## src/rtl/dmach_pkg.sv

```systemverilog
package dmach_pkg;
  localparam int DW      = 32;
  localparam int NWORDS  = 4;
  localparam int IDX_W   = $clog2(NWORDS);

  // control word bit positions
  localparam int B_PEND   = 0;
  localparam int B_IEN    = 4;
  localparam int B_DRAIN  = 6;
  localparam int B_RST    = 7;
  localparam int B_DIR    = 8;
  localparam int B_EN     = 9;
  localparam int B_LOADED = 26;

  localparam logic [DW-1:0] RO_MASK = 32'hFE00_0007;
  localparam logic [DW-1:0] VERSION = 32'hA000_0000;

  typedef enum logic [IDX_W-1:0] {
    IDX_CTRL  = 2'd0,
    IDX_ADDR  = 2'd1,
    IDX_SPARE = 2'd2,
    IDX_BASE  = 2'd3
  } word_idx_e;
endpackage

```

## src/rtl/dmach_decode.sv

```systemverilog
module dmach_decode
  import dmach_pkg::*;
#(
  parameter int ADDR_W = 12
) (
  input  logic                  req_valid,
  input  logic                  req_write,
  input  logic [3:0]            req_be,
  input  logic [ADDR_W-1:0]     req_addr,
  output logic [NWORDS-1:0]     wr_en,
  output logic [IDX_W-1:0]      rd_idx,
  output logic                  req_ready
);
  localparam int IDX_LSB = 2;

  logic full_word;
  logic unused_addr_bits;

  assign unused_addr_bits = ^{req_addr[ADDR_W-1:IDX_LSB+IDX_W], req_addr[IDX_LSB-1:0]};
  assign rd_idx    = req_addr[IDX_LSB +: IDX_W];
  assign full_word = &req_be;
  assign req_ready = req_valid;

  always_comb begin
    for (int i = 0; i < NWORDS; i++) begin
      wr_en[i] = req_valid && req_write && full_word && (rd_idx == IDX_W'(i));
    end
  end
endmodule

```

## src/rtl/dmach_ctrl.sv

```systemverilog
module dmach_ctrl
  import dmach_pkg::*;
(
  input  logic          clk,
  input  logic          rst_n,
  input  logic          wr_ctrl,
  input  logic [DW-1:0] wdata,
  input  logic          set_loaded,
  input  logic          per_irq_in,
  output logic [DW-1:0] ctrl_q,
  output logic          per_reset,
  output logic          dma_en_out,
  output logic          dir_to_mem,
  output logic          irq_out
);
  logic [DW-1:0] ctrl_d;
  logic [DW-1:0] wr_val;
  logic          irq_prev_q;
  logic          irq_rise, irq_fall;
  logic          pulse_q, pulse_d;
  logic          ctrl_ce;

  assign irq_rise = per_irq_in && !irq_prev_q;
  assign irq_fall = !per_irq_in && irq_prev_q;
  assign ctrl_ce  = wr_ctrl || set_loaded || irq_rise || irq_fall;

  // write value after the side-effect rewrite
  always_comb begin
    wr_val  = wdata;
    pulse_d = 1'b0;
    if (wdata[B_RST]) begin
      pulse_d = wr_ctrl;
    end else if (wdata[B_DRAIN]) begin
      wr_val[B_DRAIN] = 1'b0;
    end else if (wdata == '0) begin
      wr_val[B_DRAIN] = 1'b1;
    end
  end

  always_comb begin
    ctrl_d = ctrl_q;
    if (wr_ctrl) begin
      ctrl_d = (ctrl_q & RO_MASK) | (wr_val & ~RO_MASK) | VERSION;
    end
    if (set_loaded) begin
      ctrl_d[B_LOADED] = 1'b1;
    end
    if (irq_rise) begin
      ctrl_d[B_PEND] = 1'b1;
    end else if (irq_fall) begin
      ctrl_d[B_PEND] = 1'b0;
    end
  end

  always_ff @(posedge clk or negedge rst_n) begin
    if (!rst_n) begin
      ctrl_q <= VERSION;
    end else if (ctrl_ce) begin
      ctrl_q <= ctrl_d;
    end
  end

  always_ff @(posedge clk or negedge rst_n) begin
    if (!rst_n) begin
      irq_prev_q <= 1'b0;
      pulse_q    <= 1'b0;
    end else begin
      irq_prev_q <= per_irq_in;
      pulse_q    <= pulse_d;
    end
  end

  assign per_reset  = pulse_q;
  assign dma_en_out = ctrl_q[B_EN];
  assign dir_to_mem = ctrl_q[B_DIR];
  assign irq_out    = ctrl_q[B_PEND] & ctrl_q[B_IEN];
endmodule

```

## src/rtl/dmach_addr.sv

```systemverilog
module dmach_addr
  import dmach_pkg::*;
#(
  parameter int LEN_W = 16
) (
  input  logic             clk,
  input  logic             rst_n,
  input  logic             wr_addr,
  input  logic [DW-1:0]    wdata,
  input  logic             xfer_done,
  input  logic [LEN_W-1:0] xfer_len,
  output logic [DW-1:0]    addr_q
);
  logic [DW-1:0] addr_d;
  logic          addr_ce;

  assign addr_ce = wr_addr || xfer_done;

  always_comb begin
    if (wr_addr) begin
      addr_d = wdata;
    end else begin
      addr_d = addr_q + DW'(xfer_len);
    end
  end

  always_ff @(posedge clk or negedge rst_n) begin
    if (!rst_n) begin
      addr_q <= '0;
    end else if (addr_ce) begin
      addr_q <= addr_d;
    end
  end
endmodule

```

## src/rtl/dmach_word.sv

```systemverilog
module dmach_word
  import dmach_pkg::*;
(
  input  logic          clk,
  input  logic          rst_n,
  input  logic          wr,
  input  logic [DW-1:0] wdata,
  output logic [DW-1:0] q
);
  always_ff @(posedge clk or negedge rst_n) begin
    if (!rst_n) begin
      q <= '0;
    end else if (wr) begin
      q <= wdata;
    end
  end
endmodule

```

## src/rtl/dmach_regs.sv

```systemverilog
module dmach_regs
  import dmach_pkg::*;
#(
  parameter int ADDR_W = 12,
  parameter int LEN_W  = 16
) (
  input  logic              clk,
  input  logic              rst_n,
  input  logic              req_valid,
  input  logic              req_write,
  input  logic [3:0]        req_be,
  input  logic [ADDR_W-1:0] req_addr,
  input  logic [DW-1:0]     req_wdata,
  output logic              req_ready,
  output logic [DW-1:0]     req_rdata,
  input  logic              per_irq_in,
  input  logic              xfer_done,
  input  logic [LEN_W-1:0]  xfer_len,
  output logic              irq_out,
  output logic              per_reset,
  output logic              dma_en_out,
  output logic              dir_to_mem,
  output logic [DW-1:0]     xfer_addr,
  output logic [DW-1:0]     xfer_base
);
  logic [1:0]        rst_sync_q;
  logic              rst_int_n;
  logic [NWORDS-1:0] wr_en;
  logic [IDX_W-1:0]  rd_idx;
  logic [DW-1:0]     word_q [NWORDS];
  logic [DW-1:0]     ctrl_word;
  logic [DW-1:0]     addr_word;

  // asynchronous assert, synchronous release
  always_ff @(posedge clk or negedge rst_n) begin
    if (!rst_n) begin
      rst_sync_q <= 2'b00;
    end else begin
      rst_sync_q <= {rst_sync_q[0], 1'b1};
    end
  end
  assign rst_int_n = rst_sync_q[1];

  dmach_decode #(.ADDR_W(ADDR_W)) u_decode (
    .req_valid (req_valid),
    .req_write (req_write),
    .req_be    (req_be),
    .req_addr  (req_addr),
    .wr_en     (wr_en),
    .rd_idx    (rd_idx),
    .req_ready (req_ready)
  );

  for (genvar g = 0; g < NWORDS; g++) begin : g_word
    if (g == IDX_CTRL) begin : g_ctrl
      dmach_ctrl u_ctrl (
        .clk        (clk),
        .rst_n      (rst_int_n),
        .wr_ctrl    (wr_en[g]),
        .wdata      (req_wdata),
        .set_loaded (wr_en[IDX_ADDR]),
        .per_irq_in (per_irq_in),
        .ctrl_q     (word_q[g]),
        .per_reset  (per_reset),
        .dma_en_out (dma_en_out),
        .dir_to_mem (dir_to_mem),
        .irq_out    (irq_out)
      );
    end else if (g == IDX_ADDR) begin : g_addr
      dmach_addr #(.LEN_W(LEN_W)) u_addr (
        .clk       (clk),
        .rst_n     (rst_int_n),
        .wr_addr   (wr_en[g]),
        .wdata     (req_wdata),
        .xfer_done (xfer_done),
        .xfer_len  (xfer_len),
        .addr_q    (word_q[g])
      );
    end else begin : g_plain
      dmach_word u_word (
        .clk   (clk),
        .rst_n (rst_int_n),
        .wr    (wr_en[g]),
        .wdata (req_wdata),
        .q     (word_q[g])
      );
    end
  end

  assign req_rdata = word_q[rd_idx];
  assign ctrl_word = word_q[IDX_CTRL];
  assign addr_word = word_q[IDX_ADDR];
  assign xfer_addr = addr_word;
  assign xfer_base = word_q[IDX_BASE];
endmodule

```

## config.mk

```make
export PLATFORM = sky130hd
export DESIGN_NAME = dmach_regs
export DESIGN_NICKNAME = d
export VERILOG_FILES = /design/src/rtl/dmach_pkg.sv /design/src/rtl/dmach_decode.sv /design/src/rtl/dmach_ctrl.sv /design/src/rtl/dmach_addr.sv /design/src/rtl/dmach_word.sv /design/src/rtl/dmach_regs.sv
export SDC_FILE = /design/constraint.sdc
export NUM_CORES = 1
export LEC_CHECK = 0
export ABC_AREA = 1
export BUFFER_PORTS_ARGS = -buffer_cell sky130_fd_sc_hd__clkbuf_2
export CORE_UTILIZATION = 49
export DETAILED_ROUTE_END_ITERATION = 10
export GPL_TIMING_DRIVEN = 1
export PLACE_DENSITY_LB_ADDON = 0.25
export SLEW_MARGIN = 5
export SYNTH_ARGS = -nofsm -noshare
export SYNTH_HDL_FRONTEND = slang
export SYNTH_SLANG_ARGS = --single-unit
```

## constraint.sdc

```tcl
create_clock -name clk -period 3.54 [get_ports clk]
set_clock_uncertainty 0.2 [all_clocks]
set_input_delay 0.531 -clock clk [delete_from_list [all_inputs] [get_ports clk]]
set_output_delay 0.531 -clock clk [all_outputs]
set_load 0.02 [all_outputs]
```

== Word-level counts from Yosys, hierarchy flattened ==
Index checks and enable logic that the tools add are counted.
Cells by class
  eq/ne operators: 3
  reduce and logical (&&, ||, !) cells: 22
  $lt $le $gt $ge: 1
  bitwise logic cells: 3
  mux-type cells: 12
  add/sub/neg operators: 1
Operators by type and width (number)
  $mux W32: 3
  $bmux W32 S2: 1
  $add A32 B16 Y32: 1
  $logic_not A32 Y1: 1
  $or A31 B25 Y31: 1
  $mux W27: 1
  $logic_and A1 B1 Y1: 8
  $mux W1: 7
  $reduce_and A2 Y1: 3
  $eq A2 B2 Y1 const B: 2
  $logic_or A1 B1 Y1: 4
  $reduce_and A4 Y1: 1
  $ge A3 B3 Y1 const B: 1
  $not A2 Y3: 1
  $reduce_bool A3 Y1: 1
  $eq A2 B1 Y1 const B: 1
  $logic_not A1 Y1: 2
  $logic_not A2 Y1: 1
  $reduce_bool A2 Y1: 1
  $and A1 B1 Y1: 1
Word-level totals
  input bits: 70
  logic and storage cells: 51
  register bits: 130

== Depth between registers and ports, before layout ==
Gate-level depths: netlist of run 1.
  word-level depth: 8
  mapped depth: 13

== By module ==
A second synthesis of run 1 with hierarchy kept.
Unflattened totals
  cell total of the unflattened synthesis: 1274
  area total of the unflattened synthesis: 8368.0 um2
By module, submodules not included
  dmach_addr: area an instance 2925.3 um2, sequential area each 800.8 um2, times used 1, cells an instance 461
  dmach_word: area an instance 1292.5 um2, sequential area each 800.8 um2, times used 2, cells an instance 136
  dmach_regs: area an instance 1616.6 um2, sequential area each 50.0 um2, times used 1, cells an instance 377
  dmach_ctrl: area an instance 1153.6 um2, sequential area each 650.6 um2, times used 1, cells an instance 145
  dmach_decode: area an instance 87.6 um2, sequential area each 0.0 um2, times used 1, cells an instance 19

== Worst setup path before layout of run 1 ==
No wires, ideal clock.
  path type: input to register
  start point: input port xfer_len[0]
  end point: register g_word[1].g_addr.u_addr.addr_q[12]
  arrival: 1.925 ns
  setup time: 0.124 ns
  setup slack: 1.291 ns
  cell stages on the path: 9
  required time: 3.216 ns
  path through: ha_1 fa_1 nand2_1 o21ai_0 nand3_1 nand3_1 or2_2 nand2_1 nand3_1
Between the ends
  cells in the longest elaborated chain, start to end: 2
RTL lines
  from (decl): RTL line dmach_regs.sv:18  | input logic [LEN_W-1:0] xfer_len,
  $add A32 B16 Y32: RTL line dmach_addr.sv:23  | addr_d = addr_q + DW'(xfer_len);
  $mux W32: RTL line dmach_addr.sv:20  | if (wr_addr) begin
  to (signal assigned): RTL line dmach_addr.sv:31  | addr_q <= addr_d;
  to (decl): RTL line dmach_addr.sv:12  | output logic [DW-1:0] addr_q
No other way between the ends.
A chain may end at the register's enable or synchronous reset.

== Worst setup path in the final report of run 1 ==
  start point: input port req_addr[3]
  end point: output port req_rdata[8]
Between the ends
  cells in the longest elaborated chain, start to end: 4
RTL lines
  from (decl): RTL line dmach_regs.sv:12  | input logic [ADDR_W-1:0] req_addr,
  $not A2 Y3 (implied by the code): RTL line dmach_regs.sv:90  | assign req_rdata = word_q[rd_idx];
  $bmux W32 S2: RTL line dmach_regs.sv:90
  $mux W32 (implied by the code) (2 in series): RTL line dmach_regs.sv:90
  to (decl): RTL line dmach_regs.sv:15  | output logic [DW-1:0] req_rdata,
No other way between the ends. The select of a mux whose other input is x is not followed.

==> metrics.csv, run 1 <==
metric,value,unit
status,completed,
r2r setup slk,1.20,ns
Lkg Pwr,4.79,nW
worst endpoint required time,2.81,ns
RSZ-0062 raised after global routing,false,
Setup crit end kind,primary output,
R2R Path End,g_word[1].g_addr.u_addr.addr_q[12],
Final Cycle Share,74.4,%
Wirelength per Cell,15.5,µm
fin crit period,2.63,ns
# hold bufs at CTS,1,
Comb pwr share,35.4,%
"EDFF count, synth",0,
first-pass GRT wire length,32900,µm
GRT Overall Usage,28.3,%
post-CTS resize count,0,
area occupied by multi-input gates,0.00327,mm²
CTS tree,yes,
"commonest cells after routing, fill and taps aside","nand2_1 (298), inv_1 (189), clkbuf_2 (160), dfrtp_1 (123), o21ai_0 (93)",
routability congestion estimate,0.911,
post-synthesis sequential area ratio,42.7,%
PD cells,667,mW/mm²
vias in the first global route,6375,
Layout Nets,1234,
Placed Cells,1309,
fmax,0.380,GHz
synthesis-to-layout area growth,21.6,%
ys async rst share,100,%
via/cell ratio,5.35,
port bufs,160,
slew margin rel.,49.0,%
Hold Path Sink,g_word[0].g_ctrl.u_ctrl.irq_prev_q,
endpoints failing setup,0,
"commonest non-fill, non-tap cell in the layout",nand2_1,
Switching Fraction,39.3,%
IO Pins,171,
Critical R2R Launch,g_word[1].g_addr.u_addr.addr_q[0],
pin count of the biggest net entering global routing,74,
Post-DRT Antenna Nets,0,
initial antenna violation count,0,
CORE AREA,0.0145,mm²
internal power,3.58,mW
Clk pwr share,30.5,%
Worst-path clk slew,0.06,ns
sw power,2.32,mW
fraction of layout cells with a size suffix above 1,18.3,%
Seq cells post-synth,124,
via count,7181,
Synth Flop Type,dfrtp_1,
Min-Delay Startpoint,per_irq_in,
grt total ovfl,0,
max-slew violations,0,
Synth cell types,37,
max-cap viol count,0,
post-CTS setup buffer count,0,
Placed Area,0.00822,mm²
final setup margin,0.907,ns
Sequential Power Share,34.1,%
"Max FO, Critical Path",25,
drt first pass iters,5,
DP Wirelength,15700,µm
worst vdd ir,398,µV
Iter 0 DRT Violations,718,
clk root buf,clkbuf_16,
dpl ws,0.958,ns
H-Tree Depth,4,
crit path DAT,1.90,ns
Max Buffers Root-to-Sink,2,
Post-Syn Area per Cell,7.32,µm²
Die Wd,124,µm
Post-Syn Nets,1083,
Final Hold Violating Endpoints,0,
cells after synthesis,994,
Initial Util,50.0,%
Residual DRC,0,
synth warn,0,
Worst R2R Path Depth,9,
critical path class,primary input to primary output,
filler instances,1358,
Layout Utilization,60.8,%
Clock Latency Late Sink,0.42,ns
Finished Layout Cells,1341,
num rows,44,
final cell area excluding filler cells,0.00884,mm²
Routed WL,20700,µm
# diodes,0,
Die Footprint,0.0153,mm²
TNS Setup,0,ns
hold path cells,1,
Sink Count,124,
Die Y,124,µm
min-delay worst type,primary input to flip-flop,
CP Launch Type,primary input,
worst slew pin tran,0.765,ns
total CTS buffers,17,
cell area after synthesis,0.00727,mm²
register area,0.00311,mm²
## metal layers
layer | track usage [%] | vias to the layer above | wire (µm)
li1 | - | 3516 | -
met2 | 40.7 | 308 | 8710
met1 | 42.5 | 3333 | 9960
met5 | 0 | - | 0
met3 | 5.59 | 24 | 1740
met4 | 8.28 | 0 | 319
## worst max-delay path by stage
stage | slack, ns | endpoint | from | cells past startpoint
finish | 0.91 | req_rdata[8] | req_addr[3] | 5
global route | 0.83 | req_rdata[14] | req_addr[3] | 5
CTS | 0.95 | req_rdata[8] | req_addr[3] | 5
detailed placement | 0.96 | req_rdata[12] | req_addr[3] | 5
global placement | 0.97 | req_rdata[10] | req_addr[3] | 5
floorplan | 1.27 | g_word[0].g_ctrl.u_ctrl.ctrl_q[0] | rst_sync_q[1] | 0
## through the flow
| stage | hold WS, ns | power [mW] |
|---|---|---|
| floorplan | 0.0354 | 3.38 |
| global placement | 0.117 | 4.06 |
| detailed placement | 0.119 | 4.08 |
| CTS | 0.0500 | 5.89 |
| global route | 0.0658 | 6.25 |
| finish | 0.0664 | 5.90 |
## cells in the mapped netlist (all sizes together) (2+ instances only)
cell type / instances / area [µm²]
nand2: 299 / 1120
inv: 193 / 724
dfrtp: 124 / 3100
o21ai: 98 / 490
nand3: 51 / 260
o221ai: 39 / 342
nor2: 37 / 164
a22oi: 24 / 180
buf: 20 / 111
ha: 18 / 225
clkbuf: 17 / 63.8
o22ai: 14 / 87.6
nand4: 13 / 81.3
a21oi: 11 / 55.1
nor3: 11 / 55.1
xnor2: 6 / 52.6
o21bai: 5 / 37.5
nor4: 2 / 12.5
o211ai: 2 / 15.0
or2: 2 / 12.5
## critical path, stage by stage
cell and delay (ns):
clkbuf_2 0.18, nor2_4 0.56, a22oi_1 0.27, o221ai_1 0.14, clkbuf_2 0.21
## final cells by class
cell class	instances	share of cell area (%)
clock buffer	24	5.67
clock inverter	7	1.25
inverter	193	8.19
multi-input combinational	640	37.0
sequential	124	35.1
tap	184	2.60
timing repair buffer	169	10.1
## sequential cells by signal, summed over array words and instances (netlist names)
signal	cells
g_word.g_addr.u_addr.addr_q	32
g_word.g_ctrl.u_ctrl.ctrl_q	24
g_word.g_ctrl.u_ctrl.irq_prev_q	1
g_word.g_ctrl.u_ctrl.per_reset	1
g_word.g_plain.u_word.q	64
rst_sync_q	2
## logic make-up after synthesis
group                      after synthesis  share of synthesized area [%]
muxes                                    1                          0.155
adders and majority gates               19                           3.37
buffers and inverters                  230                           12.4
and+or+nand+nor                        416                           23.6
xor gates and xnor gates                 7                          0.843
other                                    1                         0.0516
AOI/OAI and AO/OA                      196                           16.9
DFF                                    124                           42.7
## power groups by stage
stage                     logic [mW]  registers [mW]  clock network [mW]
after floorplan                 1.24            2.14                   0
after detailed placement        2.07            2.02                   0
after CTS                       2.08            2.00                1.81
after global placement          2.05            2.01                   0
final                           2.09            2.01                1.80
after global routing            2.33            2.04                1.88
No activity file was read; power rests on OpenSTA's default activity.
==> inputs of run 2 (changes only) <==
--- a/config.mk
+++ b/config.mk
@@ -7,7 +7,7 @@
 export LEC_CHECK = 0
 export ABC_AREA = 1
 export BUFFER_PORTS_ARGS = -buffer_cell sky130_fd_sc_hd__clkbuf_2
-export CORE_UTILIZATION = 49
+export CORE_UTILIZATION = 55
 export DETAILED_ROUTE_END_ITERATION = 10
 export GPL_TIMING_DRIVEN = 1
 export PLACE_DENSITY_LB_ADDON = 0.25
==> constraint.sdc (replaced) <==
create_clock -name clk -period 2.59 [get_ports clk]
set_clock_uncertainty 0.2 [all_clocks]
set_input_delay 0.3885 -clock clk [delete_from_list [all_inputs] [get_ports clk]]
set_output_delay 0.3885 -clock clk [all_outputs]
set_load 0.02 [all_outputs]
==> metrics.csv, run 2 (synthesis results as in run 1) <==
metric,value,unit
PD cells,910,mW/mm²
Post-DRT Antenna Nets,0,
Worst-path clk slew,0.06,ns
DP Wirelength,15900,µm
largest register by flop count,g_word.g_plain.u_word.q,
via count,7483,
Critical R2R Launch,g_word[1].g_addr.u_addr.addr_q[0],
filler instances,1056,
slew margin rel.,46.3,%
post-CTS resize count,0,
r2r setup slk,0.24,ns
Die Footprint,0.0137,mm²
"commonest cells after routing, fill and taps aside","nand2_1 (298), inv_1 (189), clkbuf_2 (160), dfrtp_1 (123), o21ai_0 (93)",
# diodes,0,
Max Buffers Root-to-Sink,2,
Final Cycle Share,90.7,%
IO Pins,171,
CTS tree,yes,
CP peak stage delay,0.42,ns
min-delay worst type,primary input to flip-flop,
critical path class,flip-flop to flip-flop,
Iter 0 DRT Violations,815,
Sink Count,124,
CP Launch Type,flip-flop,
GRT Overall Usage,33.4,%
total CTS buffers,17,
Clock Latency Late Sink,0.42,ns
worst vdd ir,601,µV
worst slew pin tran,0.805,ns
cell family with most CP delay,simple AND/OR/NAND/NOR gates,
Die Wd,117,µm
Routed WL,21500,µm
flip-flop count of the largest register after layout,64,
worst endpoint required time,2.70,ns
via/cell ratio,5.57,
final hold slack,0.0158,ns
routability congestion estimate,0.955,
endpoints failing setup,0,
Wirelength per Cell,16.0,µm
vias in the first global route,6686,
Die Y,117,µm
Crit path top cell by count,nand3_1,
max-cap viol count,0,
RSZ-0062 raised after global routing,false,
status,completed,
final cell area excluding filler cells,0.00894,mm²
drt first pass iters,6,
"Max FO, Critical Path",4,
initial antenna violation count,0,
Initial Util,56.9,%
Finished Layout Cells,1343,
Setup crit end kind,flip-flop,
Layout Nets,1247,
pin count of the biggest net entering global routing,65,
CP max-delay cell,dfrtp_1,
"commonest non-fill, non-tap cell in the layout",nand2_1,
port bufs,160,
Residual DRC,0,
crit path cell chain,"ha_1, fa_1, nand2_1, o21ai_0, nand3_1, nand3_1, or2_2, nand2_1, nand3_1",
Crit. Startpoint,g_word[1].g_addr.u_addr.addr_q[0],
fmax,0.425,GHz
fin crit period,2.35,ns
crit path DAT,2.46,ns
clk root buf,clkbuf_16,
CORE AREA,0.0128,mm²
num rows,41,
TNS Setup,0,ns
first-pass GRT wire length,34000,µm
Placed Area,0.00832,mm²
grt total ovfl,0,
dpl ws,0.170,ns
worst path buffer plus inverter count,0,
max-slew violations,0,
H-Tree Depth,4,
synthesis-to-layout area growth,23.0,%
biggest regs,"g_word.g_plain.u_word.q: 64 flops, g_word.g_addr.u_addr.addr_q: 32 flops, g_word.g_ctrl.u_ctrl.ctrl_q: 24 flops",
final setup margin,0.240,ns
total power,8.14,mW
fraction of layout cells with a size suffix above 1,19.4,%
Lkg Pwr,4.85,nW
Layout Utilization,70.0,%
Min-Delay Startpoint,req_wdata[26],
Placed Cells,1309,
Final Hold Violating Endpoints,0,
## run 2: changes by cell type in the layout (fill, tap and decap cells not counted), sizes merged
cell	change
clkinv	+3
buf	+12
dlygate4sd3	+1
clkinvlp	+3
clkbuf	-5
## run 2: layout make-up
| cell class | instances | area (µm²) | area share (%) |
|---|---|---|---|
| Timing Repair Buffer | 182 | 1020 | 11.4 |
| Clock buffer | 19 | 453 | 5.07 |
| Inverter | 193 | 724 | 8.10 |
| Tap cell | 172 | 215 | 2.41 |
| Multi-Input combinational cell | 640 | 3270 | 36.6 |
| Clock inverter | 13 | 148 | 1.65 |
| Sequential cell | 124 | 3110 | 34.7 |
## run 2: path summary, 6_finish.rpt
check	to	depth (start not counted)
max	g_word[1].g_addr.u_addr.addr_q[12]	9
min reg2reg	g_word[0].g_ctrl.u_ctrl.irq_prev_q	0
max in group asynchronous	g_word[0].g_ctrl.u_ctrl.ctrl_q[22]	1
min	g_word[3].g_plain.u_word.q[26]	3
min in group asynchronous	rst_sync_q[1]	2
max reg2reg	g_word[1].g_addr.u_addr.addr_q[12]	9
## run 2: worst min-delay path, cell delays in order
cell and delay [ns]:
clkbuf_2 0.11, nand2_1 0.05, o21ai_0 0.06
## run 2: routing by layer
metal	part of all wire [%]	track usage [%]	wire, µm
met1	45	50.1	9740
met2	42	46.7	9080
met3	10	7.26	2170
met4	2.5	12.9	529
met5	0	0	0
## run 2: what timing repair did
action                     CTS  global route
hold buffers                 2             0
setup buffers                0             0
setup endpoints to repair    0             0
hold endpoints to repair     3             0
## run 2: power breakdown
group	leakage, nW	total [mW]	switching (mW)	internal [mW]
Clock	0.294	2.42	0.868	1.55
Combinational	3.15	3.01	1.97	1.04
Sequential	1.41	2.72	0.424	2.29
